==> config.mk <==
export PLATFORM = sky130hd
export DESIGN_NAME = rly_regfile
export DESIGN_NICKNAME = d
export VERILOG_FILES = /design/src/rtl/rly_pkg.sv /design/src/rtl/rly_lane_decode.sv /design/src/rtl/rly_ctl_reg.sv /design/src/rtl/rly_cmd_bank.sv /design/src/rtl/rly_regfile.sv
export SDC_FILE = /design/constraint.sdc
export NUM_CORES = 1
export LEC_CHECK = 0
export BUFFER_PORTS_ARGS = -buffer_cell sky130_fd_sc_hd__buf_2
export CORE_MARGIN = 5
export CORE_UTILIZATION = 49
export DETAILED_ROUTE_END_ITERATION = 6
export PLACE_DENSITY = 0.81
export SYNTH_ARGS = -nofsm -noshare
export SYNTH_HDL_FRONTEND = slang
export SYNTH_SLANG_ARGS = --single-unit
==> constraint.sdc <==
create_clock -name clk -period 1.95 [get_ports clk]
set_clock_uncertainty 0.15 [all_clocks]
set_input_delay 0.195 -clock clk [delete_from_list [all_inputs] [get_ports clk]]
set_output_delay 0.195 -clock clk [all_outputs]
set_load 0.005 [all_outputs]
==> src/rtl/rly_pkg.sv <==
package rly_pkg;
  localparam logic [7:0] CARD_ID      = 8'h1B;
  localparam logic [4:0] OFS_ID       = 5'h00;
  localparam logic [4:0] OFS_CTL      = 5'h02;
  localparam logic [1:0] WIN_CMD      = 2'b10;  // offsets 0x10-0x17
  localparam logic [1:0] WIN_FB       = 2'b11;  // offsets 0x18-0x1F

  // lane carrying byte j of a long word (big-endian)
  function automatic logic [1:0] lane_of(input logic [1:0] j);
    return 2'd3 - j;
  endfunction

  // channel byte index (0 = channels 7..0) for an offset in a 8-byte window
  function automatic logic [2:0] chan_byte(input logic [4:0] ofs);
    return 3'd7 - ofs[2:0];
  endfunction

  // window selector: offset bits 4:3
  function automatic logic [1:0] win_of(input logic [4:0] ofs);
    return ofs[4:3];
  endfunction
endpackage

==> src/rtl/rly_lane_decode.sv <==
module rly_lane_decode
  import rly_pkg::*;
(
  input  logic        acc_valid,
  input  logic        acc_wr,
  input  logic [2:0]  acc_word,
  input  logic [3:0]  acc_lanes,
  output logic [31:0] wr_stb,
  output logic        rd_take
);
  for (genvar b = 0; b < 32; b++) begin : g_byte
    localparam logic [4:0] OFS = 5'(b);
    assign wr_stb[b] = acc_valid && acc_wr && (acc_word == OFS[4:2])
                       && acc_lanes[lane_of(OFS[1:0])];
  end
  assign rd_take = acc_valid && !acc_wr;
endmodule

==> src/rtl/rly_ctl_reg.sv <==
module rly_ctl_reg (
  input  logic       clk,
  input  logic       rst_n,
  input  logic       we,
  input  logic [7:0] wbyte,
  output logic [2:0] ctl_bits,
  output logic       fail_led_on,
  output logic       drv_en_lo,
  output logic       drv_en_hi
);
  logic [2:0] ctl_q;

  always_ff @(posedge clk) begin
    if (!rst_n)  ctl_q <= 3'b000;
    else if (we) ctl_q <= wbyte[7:5];
  end

  assign ctl_bits    = ctl_q;
  assign fail_led_on = !ctl_q[2];
  assign drv_en_lo   = ctl_q[1];
  assign drv_en_hi   = ctl_q[0];

  // control bits move only on a control-byte write
  p_ctl_hold_r2: assert property (@(posedge clk) disable iff (!rst_n)
    !we |=> $stable(ctl_q));
  // first cycle out of reset shows lamp lit, drivers off
  p_reset_safe_r3: assert property (@(posedge clk) disable iff (!rst_n)
    $past(!rst_n) |-> (fail_led_on && !drv_en_lo && !drv_en_hi));
endmodule

==> src/rtl/rly_cmd_bank.sv <==
module rly_cmd_bank #(
  parameter int NUM_CH = 64
) (
  input  logic        clk,
  input  logic        rst_n,
  input  logic [7:0]  wr_m,      // strobe per command offset 0x10+m
  input  logic [31:0] wdata,
  input  logic        en_lo,
  input  logic        en_hi,
  output logic [63:0] cmd_q,
  output logic [63:0] coil
);
  localparam int NUM_BYTES = NUM_CH / 8;
  localparam int HALF      = 32;

  for (genvar m = 0; m < 8; m++) begin : g_cmd
    localparam int K    = 7 - m;
    localparam int LANE = 3 - (m % 4);
    if (K < NUM_BYTES) begin : g_store
      logic [7:0] byte_q;
      always_ff @(posedge clk) begin
        if (!rst_n)       byte_q <= 8'h00;
        else if (wr_m[m]) byte_q <= wdata[8*LANE +: 8];
      end
      assign cmd_q[8*K +: 8] = byte_q;
    end else begin : g_absent
      assign cmd_q[8*K +: 8] = 8'h00;
    end
  end

  assign coil[HALF-1:0]  = cmd_q[HALF-1:0]  & {HALF{en_lo}};
  assign coil[63:HALF]   = cmd_q[63:HALF]   & {HALF{en_hi}};

  // command storage changes only under a command-byte strobe
  p_cmd_hold_r7: assert property (@(posedge clk) disable iff (!rst_n)
    !(|wr_m) |=> $stable(cmd_q));
  // narrow build never holds upper command bits
  if (NUM_BYTES < 8) begin : g_narrow_chk
    p_narrow_empty_r10: assert property (@(posedge clk) disable iff (!rst_n)
      |wr_m[3:0] |=> (cmd_q[63:32] == 32'h0));
  end
endmodule

==> src/rtl/rly_regfile.sv <==
module rly_regfile
  import rly_pkg::*;
#(
  parameter int NUM_CH = 64
) (
  input  logic        clk,
  input  logic        rst_n,
  input  logic        acc_valid,
  input  logic        acc_wr,
  input  logic [2:0]  acc_word,
  input  logic [3:0]  acc_lanes,
  input  logic [31:0] acc_wdata,
  input  logic [63:0] contact_fb,
  output logic [31:0] acc_rdata,
  output logic [63:0] coil_drv,
  output logic        fail_led_on,
  output logic        drv_en_lo,
  output logic        drv_en_hi
);
  localparam logic [63:0] CH_MASK = (NUM_CH >= 64) ? {64{1'b1}} : {32'h0, 32'hFFFF_FFFF};

  logic [31:0] wr_stb;
  logic        rd_take;
  logic [2:0]  ctl_bits;
  logic [63:0] cmd_q;
  logic [63:0] fb_eff;
  logic [31:0] rd_word;
  logic [31:0] rdata_q;

  rly_lane_decode i_dec (
    .acc_valid (acc_valid),
    .acc_wr    (acc_wr),
    .acc_word  (acc_word),
    .acc_lanes (acc_lanes),
    .wr_stb    (wr_stb),
    .rd_take   (rd_take)
  );

  rly_ctl_reg i_ctl (
    .clk         (clk),
    .rst_n       (rst_n),
    .we          (wr_stb[OFS_CTL]),
    .wbyte       (acc_wdata[15:8]),
    .ctl_bits    (ctl_bits),
    .fail_led_on (fail_led_on),
    .drv_en_lo   (drv_en_lo),
    .drv_en_hi   (drv_en_hi)
  );

  rly_cmd_bank #(.NUM_CH(NUM_CH)) i_bank (
    .clk   (clk),
    .rst_n (rst_n),
    .wr_m  (wr_stb[23:16]),
    .wdata (acc_wdata),
    .en_lo (drv_en_lo),
    .en_hi (drv_en_hi),
    .cmd_q (cmd_q),
    .coil  (coil_drv)
  );

  assign fb_eff = contact_fb & CH_MASK;

  function automatic logic [7:0] byte_val(input logic [4:0] ofs, input logic [2:0] ctl,
                                          input logic [63:0] cmd, input logic [63:0] fb);
    logic [2:0] k;
    k = chan_byte(ofs);
    if (ofs == OFS_ID)          return CARD_ID;
    if (ofs == OFS_CTL)         return {ctl, 5'b0};
    if (win_of(ofs) == WIN_CMD) return cmd[{k, 3'b000} +: 8];
    if (win_of(ofs) == WIN_FB)  return fb[{k, 3'b000} +: 8];
    return 8'h00;
  endfunction

  always_comb begin
    rd_word = 32'h0;
    for (int j = 0; j < 4; j++) begin
      if (acc_lanes[lane_of(2'(j))])
        rd_word[8*lane_of(2'(j)) +: 8] = byte_val({acc_word, 2'(j)}, ctl_bits, cmd_q, fb_eff);
    end
  end

  always_ff @(posedge clk) begin
    if (!rst_n)       rdata_q <= 32'h0;
    else if (rd_take) rdata_q <= rd_word;
  end
  assign acc_rdata = rdata_q;

  // read data holds between read accesses
  p_rdata_hold_r9: assert property (@(posedge clk) disable iff (!rst_n)
    !rd_take |=> $stable(acc_rdata));
  // identity lane read returns the card code
  p_ident_r1: assert property (@(posedge clk) disable iff (!rst_n)
    (rd_take && acc_word == 3'd0 && acc_lanes[3]) |=> (acc_rdata[31:24] == CARD_ID));
  // a disabled half never drives coils
  p_gate_lo_r5: assert property (@(posedge clk) disable iff (!rst_n)
    !drv_en_lo |-> (coil_drv[31:0] == 32'h0));
  p_gate_hi_r5: assert property (@(posedge clk) disable iff (!rst_n)
    !drv_en_hi |-> (coil_drv[63:32] == 32'h0));
  // unselected lanes read as zero
  p_lane_zero_r8: assert property (@(posedge clk) disable iff (!rst_n)
    (rd_take && !acc_lanes[0]) |=> (acc_rdata[7:0] == 8'h00));
endmodule

==> metrics, run 1 <==
top cell type's share of synthesized area 39.8%; # port buffers 205; Worst EP required 1.60 ns; Layout Utilization between 60% and 70%; max_slew headroom 64.2%; met1 Use GR 26.7%; Cell variety after synth 32; largest net degree at the start of global routing 88; endpoints failing hold 0; initial DRC count 194; RSZ-0062 raised after global routing no; Starting Density 50.5%; Layout area overhead 32.6%; Critical Path AT 1.38 ns; Root Driver clkbuf_8; critical path class reg -> out; Post-Syn Instances about 480; minimum clock period ~1.7 ns; TritonCTS clock tree built; #FFs+latches synth 99; Leak 3.05 nW; Slowest cell on crit path dfxtp_1; DR WL/cell about 18 um; synthesized area roughly 0.0050 mm^2; Sink Count slightly below 100; initial antenna violation count 2; fmax 0.580 GHz; DRT Pass-1 Iters 5; chip height ~110 um; Final ANT Viol Nets 0; global-route met2 utilization approximately two fifths; grt ovf 0; routing usage on met3 under 10%; gr busiest metal met2; number of global-route vias before repair 4,837; clk slew on worst S/H paths 0.10 ns; Post-CTS Setup Inserts 0; DIE AREA roughly 0.012 mm^2; final setup vio count 0; CTS Buffer Depth 2; Post-synth EDFFs 0; IR drop worst, VDD 0.424 mV; Synth Flop Type dfxtp_1; most common cell in the synthesized netlist nand2_1; worst-path maximum fanout 34; Post-Syn Nets 590; mean area per synthesized cell 10.3 um^2; TritonCTS buffer count 9; final period utilization approximately nine tenths; global-route wire length before repair about 24 mm; row count 36; Tightest Pin Transition 0.537 ns; status finished clean; Placer Congestion around 0.82; Slew Limit Fails 0; Warnings, synthesis 0; total of max-cap violations 0; vias post-DR ~4,600; non-filler instance count after layout 845; all-layer global routing usage 23.9%; Critical Path Start Type register; hpwl dp roughly 11 mm; Yosys top cell by area dfxtp_1; max incr delay on CP approximately 0.34 ns; crit end category primary output; Post-synth top cells nand2_1 (100), dfxtp_1 (99), and2_1 (70), mux2i_1 (70), a22o_1 (25); Hold WS 0.0581 ns; nets 813; WL final between 15 and 20 mm; CP cell instances buf_4 > and2_1 > buf_2; Worst-Skew Late Latency 0.36 ns; vias per cell between 5 and 6; Die X-Extent 111 um; Placed Cells 796; # DRC 0; num ports 206; PD cells 584 mW/mm^2; Area contributors post-synth dfxtp_1 (40%), mux2i_1 (14%), and2_1 (8.8%), nand2_1 (7.5%), mux4_2 (7.2%); fraction of synthesis flops using an asynchronous set or reset pin 0%; layout cell share with drive strength beyond 1 36.4%; H-tree depth 3; core footprint 0.00986 mm^2; Setup TNS 0 ns; sequential area share after synthesis 39.8%; type of the worst min-delay path in -> reg
## layout by cell type, fill, tap and decap left out, types with 2 or more instances in the layout
| master | instances |
|---|---|
| buf_2 | 204 |
| buf_12 | 3 |
| mux2_2 | 4 |
| nor2b_1 | 4 |
| nand4b_1 | 3 |
| a22o_1 | 25 |
| dlygate4sd3_1 | 32 |
| and3b_1 | 2 |
| o2bb2ai_1 | 4 |
| mux4_1 | 9 |
| o221ai_1 | 3 |
| clkbuf_8 | 10 |
| a32o_1 | 3 |
| nand2b_1 | 4 |
| buf_4 | 15 |
| and2_1 | 70 |
| a222oi_1 | 4 |
| and3_1 | 8 |
| or4_1 | 3 |
| dfxtp_1 | 99 |
| inv_1 | 2 |
| clkinvlp_4 | 3 |
| nand2_1 | 100 |
| mux4_2 | 16 |
| mux2i_1 | 70 |
| nor2_1 | 2 |
## power breakdown
part	switching, W	internal, W
Sequential	0.0000122	0.00204
Combinational	0.000214	0.000250
Clock	0.000713	0.000634
Total	0.000939	0.00292
## what timing repair did
item	CTS	global route
setup endpoints to repair	0	0
gates resized for setup	0	0
endpoints found under the hold margin	64	0
hold buffers	32	0
## final timing paths
check | from | cells past startpoint | slack [ns] | endpoint
min | rst_n | 3 | 0.06 | i_bank.g_cmd[4].g_store.byte_q[3]$_SDFFE_PN0P_
min reg2reg | i_bank.g_cmd[6].g_store.byte_q[3]$_SDFFE_PN0P_ | 2 | 0.32 | i_bank.g_cmd[6].g_store.byte_q[3]$_SDFFE_PN0P_
max | i_ctl.ctl_bits[1]$_SDFFE_PN0P_ | 3 | 0.23 | coil_drv[8]
max reg2reg | i_ctl.ctl_bits[2]$_SDFFE_PN0P_ | 2 | 0.58 | acc_rdata[15]$_SDFFE_PN0P_
## kinds of logic after synthesis
family / count (synthesis) / share of synthesized area, %
compound gates: 40 / 7.18
flops: 99 / 39.8
buf+inv: 44 / 5.60
mux: 99 / 26.9
simple gates: 201 / 20.5
## sequential cells by signal (all words and copies together) (netlist names)
register	count
acc_rdata	32
i_bank.g_cmd.g_store.byte_q	64
i_ctl.ctl_bits	3
## worst max-delay path: cells and delay by family (launching register included)
kind / cells / cell delay (ns)
buf+inv: 2 / 0.45
flops: 1 / 0.34
simple gates: 1 / 0.22
## layer usage
metal | share of wire (%) | up-vias | routed length (um)
met5 | 0.086 | - | 13
met4 | 3.9 | 2 | 587
met3 | 7.6 | 47 | 1150
met2 | 50 | 200 | 7600
met1 | 38 | 2169 | 5740
li1 | - | 2149 | -
## layout make-up
cell class / count / area [um^2]
inverter: 2 / 7.51
sequential: 99 / 1980
tap: 133 / 166
fill: 784 / 3250
multi-input combinational: 340 / 2740
clock buffer: 11 / 141
antenna: 1 / 2.50
timing repair buffer: 254 / 1510
clock inverter: 5 / 61.3
## metrics by stage
stage | setup slack (ns) | power, W | instance area, um^2
3_5_place_dp | 0.207 | 0.00251 | 6080
4_1_cts | 0.229 | 0.00390 | 6610
6_report | 0.226 | 0.00386 | 6610
2_1_floorplan | 0.502 | 0.00233 | 4980
5_1_grt | 0.148 | 0.00403 | 6610
3_3_place_gp | 0.233 | 0.00249 | 6080
Note: power is estimated with default switching activity, not from simulation.
==> run 2, diff against run 1 <==
==> constraint.sdc (replaced) <==
create_clock -name clk -period 1.95 [get_ports clk]
set_clock_uncertainty 0.15 [all_clocks]
set_input_delay 0.39 -clock clk [delete_from_list [all_inputs] [get_ports clk]]
set_output_delay 0.39 -clock clk [all_outputs]
set_load 0.005 [all_outputs]
==> metrics, run 2 (synthesis results as in run 1) <==
H-tree depth 3; chip height 111 um; DRT Pass-1 Iters 4; largest net degree at the start of global routing 88; crit end category primary output; Final ANT Viol Nets 0; row count 36; hpwl dp 11.1 mm; RSZ-0062 raised after global routing no; worst-path maximum fanout 17; global-route wire length before repair about 24 mm; Setup TNS 0 ns; CTS Buffer Depth 2; initial DRC count about 170; Critical Path AT 1.27 ns; IR drop worst, VDD 0.283 mV; register share of total power 55.3%; Post-CTS Setup Inserts 0; Sink Count between 90 and 100; # DRC 0; internal power 0.00281 W; Largest register FFs 64; endpoints failing hold 0; Gate power share between 10% and 20%; vias per cell 5.39; most common cell after layout, fill and taps aside buf_2; Layout area overhead 28.1%; Leak 2.96 nW; final period utilization 93.0%; minimum clock period 1.81 ns; Starting Density 50.5%; Worst EP required 1.41 ns; dpl ws 0.108 ns; grt ovf 0; Tightest Pin Transition 0.415 ns; Final WS setup 0.136 ns; Root Driver clkbuf_8; num ports ~210; layout cell share with drive strength beyond 1 38.3%; Die X-Extent ~110 um; DR WL/cell around 18 um; DIE AREA 0.0123 mm^2; clk slew on worst S/H paths approximately 0.090 ns; Crit path buffers/inverters 2; placed inst area a little over 0.006 mm^2; TritonCTS buffer count 9; Switching Share 24.2%; clock share of power around a third; delay-heaviest family, CP flip-flops; critical path class reg -> out; final instance area approximately 0.0064 mm^2; max_slew headroom 72.4%; Slowest cell on crit path dfxtp_2; Largest Register i_bank.g_cmd.g_store.byte_q; final setup vio count 0; initial antenna violation count 2; PD cells a little under 600 mW/mm^2; # port buffers 205; Worst-Skew Late Latency 0.37 ns; fmax 0.551 GHz; P_sw 0.000898 W; Slew Limit Fails 0; all-layer global routing usage 23.5%; vias post-DR about 4,400; status finished clean; CP cell instances buf_6 > and2_1 > buf_2; Placer Congestion approximately 0.81; total of max-cap violations 0; max incr delay on CP around 0.42 ns; type of the worst min-delay path in -> reg; nets 782; commonest cells after routing, fill and taps aside buf_2 (204), nand2_1 (100), dfxtp_1 (98); Post-CTS Hold Buffers 0; WL final 14.8 mm; TritonCTS clock tree built; core footprint 0.00986 mm^2; number of global-route vias before repair ~4,700; Critical Path Start Type register
-- run 2: cell types whose count changed in the layout (fill, tap and decap cells not counted) --
cell           delta
buf_6             +2
buf_12            +8
clkinv_2          +2
clkbuf_8          +2
dlygate4sd3_1    -32
dfxtp_1           -1
diode_2           +2
buf_4             -9
dfxtp_2           +1
clkinvlp_4        -3
inv_6             -1
bufinv_16         -1
-- run 2: metrics by stage --
step                total power, W  hold WS (ns)  cells  utilization, %
finish                     0.00371         0.136    815            64.8
global route               0.00385         0.141    814            64.7
CTS                        0.00373         0.121    812            64.6
detailed placement         0.00252         0.292    797            62.8
global placement           0.00250         0.295    797            62.8
floorplan                  0.00233         0.288    483               -
-- run 2: worst paths after layout --
check / endpoint / startpoint / slack (ns) / cells after the start
worst max-delay path: coil_drv[42] / i_ctl.ctl_bits[0]$_SDFFE_PN0P_ / 0.14 / 3
worst min-delay path: i_bank.g_cmd[0].g_store.byte_q[3]$_SDFFE_PN0P_ / acc_wdata[27] / 0.14 / 3
worst max register to register: acc_rdata[13]$_SDFFE_PN0P_ / i_ctl.ctl_bits[0]$_SDFFE_PN0P_ / 0.55 / 2
worst min register to register: acc_rdata[28]$_SDFFE_PN0P_ / acc_rdata[28]$_SDFFE_PN0P_ / 0.32 / 1
-- run 2: final cells by class --
class	count	area (um^2)
clock buffers	13	169
fillers	818	3480
repair buffers	223	1310
inverters	2	7.51
multi-input cells	340	2740
flip-flops and latches	99	1980
well taps	133	166
diodes	3	7.51
clock inverters	2	10.0
-- run 2: repair_timing --
action	CTS	global route
setup endpoints to repair	16	49
resized for setup	1	2
endpoints found under the hold margin	0	0
-- run 2: worst register-to-register path: stages, from the launching register on --
cell	delay, ns
dfxtp_2	0.37
or4_1	0.52
a32o_1	0.26
-- run 2: metal layers --
layer | track usage [%] | up-vias | routed length [um] | share of wire [%]
met1 | 26.3 | 2119 | 5780 | 39
met3 | 5.68 | 33 | 906 | 6.1
met4 | 10.2 | 0 | 393 | 2.7
met5 | 0 | - | 0 | 0
li1 | - | 2089 | - | -
met2 | 42.1 | 151 | 7690 | 52
-- run 2: power groups by stage --
stage               clock network (W)  logic [W]  registers (W)
global placement                    0   0.000407        0.00210
floorplan                           0   0.000237        0.00210
finish                        0.00124   0.000425        0.00205
CTS                           0.00126   0.000425        0.00205
global route                  0.00134   0.000459        0.00205
detailed placement                  0   0.000423        0.00210
==> run 3, diff against run 2 <==
--- a/config.mk
+++ b/config.mk
@@ -5,6 +5,7 @@
 export SDC_FILE = /design/constraint.sdc
 export NUM_CORES = 1
 export LEC_CHECK = 0
+export ABC_AREA = 1
 export BUFFER_PORTS_ARGS = -buffer_cell sky130_fd_sc_hd__buf_2
 export CORE_MARGIN = 5
 export CORE_UTILIZATION = 49
==> metrics, run 3 <==
Final ANT Viol Nets 0; Starting Density between 50% and 60%; hpwl dp 13.0 mm; Post-synth EDFFs 0; fraction of synthesis flops using an asynchronous set or reset pin 0%; Worst EP required 1.41 ns; minimum clock period 1.83 ns; Post-Syn Nets roughly 930; all-layer global routing usage between 20% and 30%; Layout Utilization between 60 and 70%; H-tree depth 3; global-route wire length before repair 27.7 mm; Die X-Extent between 100 and 150 um; final period utilization between 90% and 100%; Leak approximately 3.6 nW; Warnings, synthesis 0; crit end category primary output; RSZ-0062 raised after global routing no; Layout area overhead 27.4%; nets 1,123; chip height about 110 um; IR drop worst, VDD 0.387 mV; n_diodes 0; mean area per synthesized cell about 6.3 um^2; clk slew on worst S/H paths 0.10 ns; commonest cells after routing, fill and taps aside nand2_1 (277), buf_2 (205), nor2_1 (107); # DRC 0; critical path class reg -> out; most common cell in the synthesized netlist nand2_1; CTS Buffer Depth 2; #FFs+latches synth 99; Post-CTS Setup Inserts 0; Placed Cells 1,141; Slew Limit Fails 0; worst-path maximum fanout 25; status finished clean; Synth Flop Type dfxtp_1; placed inst area 0.00633 mm^2; layout cell share with drive strength beyond 1 25.8%; Yosys top cell by area dfxtp_1; Post-Syn Instances 822; vias per cell 5.20; Critical Path Start Type register; endpoints failing hold 0; Placer Congestion 0.931; initial DRC count 611; Post-synth top cells nand2_1 (277), nor2_1 (107), dfxtp_1 (99); Root Driver clkbuf_8; most common cell after layout, fill and taps aside nand2_1; Cell variety after synth 22; Largest register FFs 64; Critical Path AT around 1.3 ns; # port buffers between 200 and 250; Multi-input gate area 0.00264 mm^2; Reg area 0.00198 mm^2; DR WL/cell 15.0 um; vias post-DR 6,016; Fill cells 1,006; Sink Count 99; grt ovf 0; final setup vio count 0; Post-CTS Resized 0; final instance area ~0.0066 mm^2; Area contributors post-synth dfxtp_1 (38%), nand2_1 (20%), nor2_1 (7.8%), a21oi_1 (6.2%), o21ai_0 (6.1%); Setup TNS 0 ns; total of max-cap violations 0; num ports 206; TritonCTS buffer count 9; Largest Register i_bank.g_cmd.g_store.byte_q; initial antenna violation count 0; synthesized area 0.00517 mm^2; type of the worst min-delay path in -> reg; Post-CTS Hold Buffers 0; fmax 0.546 GHz; top cell type's share of synthesized area 38.3%; WL final 17.4 mm; non-filler instance count after layout around 1,200; PD cells approximately 640 mW/mm^2; max_slew headroom 74.4%; core footprint 0.0103 mm^2; row count 37; DRT Pass-1 Iters 5; number of global-route vias before repair 5,730; largest net degree at the start of global routing 33; Worst-Skew Late Latency ~0.36 ns; Tightest Pin Transition a little under 0.4 ns; DIE AREA between 0.01 and 0.015 mm^2; sequential area share after synthesis 38.3%; TritonCTS clock tree built
-- run 3: cells by family after synthesis --
family,after synthesis,share of synthesized area [%]
flops,99,38.3
compound gates,161,17.5
simple gates,432,33.6
buf+inv,130,10.6
-- run 3: metal layers --
layer / track usage, % / vias to the layer above / part of all wire (%)
li1: - / 2978 / -
met1: 36.9 / 2708 / 43
met2: 41.4 / 288 / 45
met3: 4.39 / 42 / 8.8
met4: 10.8 / 0 / 2.7
met5: 0 / - / 0
-- run 3: worst paths after layout --
path,start,endpoint,slack (ns),depth (start not counted)
max,i_ctl.ctl_bits[0]$_SDFFE_PN0P_,coil_drv[46],0.12,4
min,acc_wdata[6],i_bank.g_cmd[7].g_store.byte_q[6]$_SDFFE_PN0P_,0.15,3
max reg2reg,i_ctl.ctl_bits[0]$_SDFFE_PN0P_,acc_rdata[13]$_SDFFE_PN0P_,0.73,5
min reg2reg,acc_rdata[6]$_SDFFE_PN0P_,acc_rdata[6]$_SDFFE_PN0P_,0.32,2
-- run 3: critical path, cell delays in order, from the launching register on --
cell and delay, ns:
dfxtp_1 0.35, buf_4 0.29, nand2_1 0.08, inv_1 0.08, buf_2 0.11
-- run 3: area by class of cell --
type                    instances  area share [%]
multi-input cells             593            40.1
repair buffers                228            18.4
inverters                      85            4.92
well taps                     136            2.58
flip-flops and latches         99            30.1
clock inverters                 6            1.80
clock buffers                  10            2.09
-- run 3: where the power goes --
part           internal [W]  switching, W
sequential          0.00204     0.0000163
clock              0.000907      0.000761
combinational      0.000175      0.000291
-- run 3: stage by stage --
step	setup WS [ns]	power (W)	hold WS [ns]
2_1_floorplan	0.417	0.00235	0.301
3_3_place_gp	0.149	0.00256	0.301
3_5_place_dp	0.0975	0.00257	0.302
4_1_cts	0.122	0.00420	0.136
5_1_grt	0.0156	0.00434	0.153
6_report	0.117	0.00419	0.150
